==> src/rtl/pd_pkg.sv <==
package pd_pkg;
  localparam int unsigned PD_NUM_IN   = 3;
  localparam int unsigned PD_IDX_XOR  = 0;
  localparam int unsigned PD_IDX_EDGE = 1;
  localparam int unsigned PD_IDX_FB   = 2;

  typedef struct packed {
    logic lvl;   // synchronized level
    logic fall;  // high for one clock after a detected 1->0
  } pd_sample_t;
endpackage

==> src/rtl/pd_sync.sv <==
module pd_sync
  import pd_pkg::*;
#(
  parameter int unsigned STAGES = 2
) (
  input  logic       clk_i,
  input  logic       rst_ni,
  input  logic       async_i,
  output pd_sample_t sample_o
);
  logic [STAGES-1:0] chain_q;
  logic              prev_q;

  always_ff @(posedge clk_i or negedge rst_ni) begin
    if (!rst_ni) begin
      chain_q <= '0;
      prev_q  <= 1'b0;
    end else begin
      chain_q <= {chain_q[STAGES-2:0], async_i};
      prev_q  <= chain_q[STAGES-1];
    end
  end

  assign sample_o.lvl  = chain_q[STAGES-1];
  assign sample_o.fall = prev_q & ~chain_q[STAGES-1];
endmodule

==> src/rtl/pd_xor.sv <==
module pd_xor (
  input  logic clk_i,
  input  logic rst_ni,
  input  logic a_i,
  input  logic b_i,
  output logic q_o
);
  always_ff @(posedge clk_i or negedge rst_ni) begin
    if (!rst_ni) q_o <= 1'b0;
    else         q_o <= a_i ^ b_i;
  end
endmodule

==> src/rtl/pd_edge.sv <==
module pd_edge (
  input  logic clk_i,
  input  logic rst_ni,
  input  logic set_i,
  input  logic clr_i,
  output logic q_o
);
  always_ff @(posedge clk_i or negedge rst_ni) begin
    if (!rst_ni) q_o <= 1'b0;
    else begin
      unique case ({set_i, clr_i})
        2'b10:   q_o <= 1'b1;
        2'b01:   q_o <= 1'b0;
        2'b11:   q_o <= ~q_o;  // coincident edges: keep long-run duty
        default: q_o <= q_o;
      endcase
    end
  end
endmodule

==> src/rtl/dual_phase_det.sv <==
module dual_phase_det
  import pd_pkg::*;
#(
  parameter int unsigned SYNC_STAGES = 2
) (
  input  logic clk_i,
  input  logic rst_ni,
  input  logic ref_xor_i,
  input  logic ref_edge_i,
  input  logic fb_i,
  output logic xor_pd_o,
  output logic edge_pd_o
);
  localparam int unsigned NUM_IN = PD_NUM_IN;

  logic [NUM_IN-1:0] raw;
  pd_sample_t        smp [NUM_IN];

  assign raw[PD_IDX_XOR]  = ref_xor_i;
  assign raw[PD_IDX_EDGE] = ref_edge_i;
  assign raw[PD_IDX_FB]   = fb_i;

  for (genvar g = 0; g < NUM_IN; g++) begin : g_sync
    pd_sync #(.STAGES(SYNC_STAGES)) u_sync (
      .clk_i   (clk_i),
      .rst_ni  (rst_ni),
      .async_i (raw[g]),
      .sample_o(smp[g])
    );
  end

  pd_xor u_xor (
    .clk_i (clk_i),
    .rst_ni(rst_ni),
    .a_i   (smp[PD_IDX_XOR].lvl),
    .b_i   (smp[PD_IDX_FB].lvl),
    .q_o   (xor_pd_o)
  );

  pd_edge u_edge (
    .clk_i (clk_i),
    .rst_ni(rst_ni),
    .set_i (smp[PD_IDX_FB].fall),
    .clr_i (smp[PD_IDX_EDGE].fall),
    .q_o   (edge_pd_o)
  );

  always @(negedge clk_i) begin
    if (!rst_ni) begin
      assert_rst_low_R1: assert (!edge_pd_o && !xor_pd_o)
        else $error("outputs not low in reset");
    end
  end

  assert_fb_sets_R4: assert property (@(posedge clk_i) disable iff (!rst_ni)
    smp[PD_IDX_FB].fall && !smp[PD_IDX_EDGE].fall |=> edge_pd_o);

  assert_ref_clears_R5: assert property (@(posedge clk_i) disable iff (!rst_ni)
    smp[PD_IDX_EDGE].fall && !smp[PD_IDX_FB].fall |=> !edge_pd_o);

  assert_rise_holds_R6: assert property (@(posedge clk_i) disable iff (!rst_ni)
    $rose(smp[PD_IDX_EDGE].lvl) && !smp[PD_IDX_FB].fall |=> $stable(edge_pd_o));

  assert_coincide_flips_R7: assert property (@(posedge clk_i) disable iff (!rst_ni)
    smp[PD_IDX_FB].fall && smp[PD_IDX_EDGE].fall |=> edge_pd_o != $past(edge_pd_o));
endmodule

==> config.mk <==
export PLATFORM = sky130hd
export DESIGN_NAME = dual_phase_det
export DESIGN_NICKNAME = d
export VERILOG_FILES = /design/src/rtl/pd_pkg.sv /design/src/rtl/pd_sync.sv /design/src/rtl/pd_xor.sv /design/src/rtl/pd_edge.sv /design/src/rtl/dual_phase_det.sv
export SDC_FILE = /design/constraint.sdc
export NUM_CORES = 1
export LEC_CHECK = 0
export ABC_AREA = 0
export BUFFER_PORTS_ARGS = -buffer_cell sky130_fd_sc_hd__buf_2
export CAP_MARGIN = 20
export CORE_AREA = 2 2 39 41
export DETAILED_ROUTE_END_ITERATION = 8
export DIE_AREA = 0 0 41 43
export HOLD_SLACK_MARGIN = 0.1
export MAX_ROUTING_LAYER = met4
export PLACE_DENSITY = 0.42
export SYNTH_ARGS = -nofsm -noshare
export SYNTH_HDL_FRONTEND = slang
export SYNTH_SLANG_ARGS = --single-unit
==> constraint.sdc <==
create_clock -name clk_i -period 0.8 [get_ports clk_i]
set_input_delay 0.08 -clock clk_i [delete_from_list [all_inputs] [get_ports clk_i]]
set_output_delay 0.08 -clock clk_i [all_outputs]
set_load 0.01 [all_outputs]
==> out/qor.csv <==
stage;metric;value;unit
yosys;Yosys cell types;5;
grt;total global-route track usage;5.33;%
finish;multi-input gate area in the final layout;30.0;um^2
yosys;Post-Synth XOR/XNOR Area;3.13;%
power;Worst VDD drop;0.000716;V
sta;worst-margin pin slew;0.213;ns
setup_path;critical path's slowest cell;dfrtp_1;
sta;Slew Viols, Final;0;
setup_path;Critical Path Max Stage Delay;0.37;ns
yosys;post-synthesis adder-cell area fraction;0;%
placed_design;Placer Congestion;0.628;
yosys;cell with the most instances after synthesis;dfrtp_1;
finish;Reg area;250;um^2
power;pwr dens;2620;nW/um^2
yosys;ys async rst share;100;%
finish;Fill cells;141;
clock_network;CTS tree;done;
placed_design;Placement Cell Area;330;um^2
yosys;largest cells by area after synthesis;dfrtp_1, xor2_1, nand3b_1;
floorplanning;full die area;1760;um^2
setup_path;peak fanout along the critical path;2;
yosys;compound-gate portion of the synthesized area;2.68;%
clock_network;clock root cell;clkbuf_4;
clock_network;CTS buffer count;3;
sta;worst rel slew slack;85.8;%
grt;initial antenna violation count;0;
power;Comb pwr share;8.0;%
placed_design;Buffers on Ports;6;
outcome;run status;finished with violations;
yosys;cells after synthesis;14;
yosys;share of the synthesized area in the top cell type;89.3;%
finish;fin util;29.9;%
drt;Residual DRC;0;
clock_network;clock-pin slew on the worst setup and hold paths;0.07;ns
yosys;Syn Area/Cell;20.0;um^2
grt;largest net degree at the start of global routing;11;
yosys;register area share after synthesis;89.3;%
setup_path;crit end category;output port;
power;Pint;0.000869;W
yosys;simple-gate portion of the synthesized area;4.91;%
floorplanning;Die Y;43;um
sta;Clock Skews;0.00172;ns
setup_path;CP Buf/Inv Count;1;
drt;wire per inst;7.38;um
sta;Final setup viols;2;
sta;unrepaired setup endpoints after global routing;yes;
floorplanning;core area;1380;um^2
finish;area grow syn2layout;47.8;%
setup_path;kind of critical path;reg2out;
finish;layout cells sized above 1;37.9;%
yosys;area leader, netlist;dfrtp_1;
yosys;Synth Cell Area;280;um^2
yosys;Post-synth EDFFs;0;
power;Pwr Total;0.00108;W
clock_network;htree depth;1;
floorplanning;I/O pins;7;
yosys;post-synthesis mux area share;0;%
yosys;Post-Syn Nets;19;
sta;Final Cycle Share;106;%
grt;GRT Residual Overflow;0;
setup_path;worst path arrival time;0.77;ns
finish;nets@finish;35;
grt;number of global-route vias before repair;130;
setup_path;critical path data required time;0.72;ns
power;Reg power frac;51.0;%
setup_path;worst r2r path cells;2;
clock_network;Max clock buf depth;2;
power;switching part of the total;19.8;%
sta;highest clock rate;1180;MHz
power;NetSw;0.000215;W
finish;final instance area;414;um^2
worst_hold_path;Hold Crit Class;in2async;
floorplanning;Starting Density;20.3;%
setup_path;critical path launch point type;register;
drt;drt first-iter violations;0;
power;Leak;0.192;nW
setup_path;Crit path depth;1;
clock_network;# resized after CTS;0;
drt;drt pass-1 iters;1;
setup_path;crit path cell chain;buf_2;
yosys;Most used DFF post-synth;dfrtp_1;
flow_run;number of max-cap violations;0;
setup_path;Worst path top cell family by delay;flip-flops;
floorplanning;Horiz. Die Dim;41;um
placed_design;DP Cell Count;36;
setup_path;R2R setup slack;0.02;ns
drt;Routed Antenna Nets;0;
drt;routed vias/inst;3.51;
yosys;Yosys reg bits;10;
yosys;Synth top cells by count;dfrtp_1, nand3b_1, nor2b_1, o21a_1, xor2_1;
sta;final worst slack;-0.0466;ns
drt;via count;158;
clock_network;clk_lat worst skew;0.26;ns
yosys;Ys Warns;0;
grt;first-pass GRT wire length;510;um
floorplanning;num rows;14;
power;clock network power share;41.0;%
outcome;failing checks;setup timing;
clock_network;Sink Count;10;
drt;final wirelength;332;um
finish;Layout Cells excl Fill;45;
sta;Final Critical Period;0.847;ns
yosys;combinational family with the most area after synthesis;simple AND/OR/NAND/NOR gates;
sta;final setup TNS;-0.0699;ns
sta;Final Hold Viols;0;
finish;n_diodes;0;
[per-layer routing]
| metal | GRT usage, % | part of all wire, % |
|---|---|---|
| met5 | - | 0 |
| met2 | 4.69 | 44 |
| met4 | 8.00 | 0 |
| met3 | 3.14 | 11 |
| met1 | 6.10 | 45 |
[sequential cells by signal (all words and copies together) (netlist names)]
register / cells
g_sync.u_sync.prev_q: 2
u_edge.q_o: 1
g_sync.u_sync.chain_q: 6
u_xor.q_o: 1
[through the flow]
stage / hold WS [ns] / setup slack (ns)
after floorplan: -0.216 / 0.0864
after global placement: -0.0578 / 0.0694
after detailed placement: -0.0521 / 0.0688
after CTS: 0.207 / -0.0612
after global routing: 0.214 / -0.0777
final: 0.201 / -0.0466
[what timing repair did]
item	4_1_cts	5_1_grt
hold endpoints to repair	13	0
hold buffers	4	0
endpoints found under the setup margin	2	2
buffers inserted	1	0
[kinds of logic (layout without fill, tap and decap cells)]
family / Yosys count / after routing
AOI/OAI and AO/OA: 1 / 1
buffers and inverters: 0 / 15
DFF: 10 / 10
xor gates and xnor gates: 1 / 1
and+or+nand+nor: 2 / 2
[power by group through the flow]
stage               clock [W]  sequential [W]  combinational (W)
CTS                  0.000463        0.000553          0.0000892
global route         0.000490        0.000555          0.0000961
global placement            0        0.000564          0.0000564
detailed placement          0        0.000566          0.0000575
finish               0.000445        0.000552          0.0000866
floorplan                   0        0.000572          0.0000150
[cell type report]
class	instances	share of cell area, %
sequential	10	60.4
timing repair buffer	11	18.7
clock buffer	4	8.76
multi-input combinational	4	7.25
tap	16	4.83
[cells in the final DEF, fill, tap and decap left out, drive strengths merged]
master	instances
buf	7
o21a	1
xor2	1
nor2b	1
nand3b	1
dfrtp	10
dlygate4sd3	4
clkbuf	4
[final timing paths]
kind / startpoint / endpoint
max: u_edge.q_o / edge_pd_o
min: rst_ni / u_xor.q_o
max reg2reg: u_edge.q_o / u_edge.q_o
min reg2reg: g_sync[1].u_sync.chain_q[0] / g_sync[1].u_sync.chain_q[1]
max in group asynchronous: rst_ni / g_sync[1].u_sync.chain_q[0]
min in group clk_i: g_sync[1].u_sync.chain_q[0] / g_sync[1].u_sync.chain_q[1]
(Power assumes the default switching activity.)
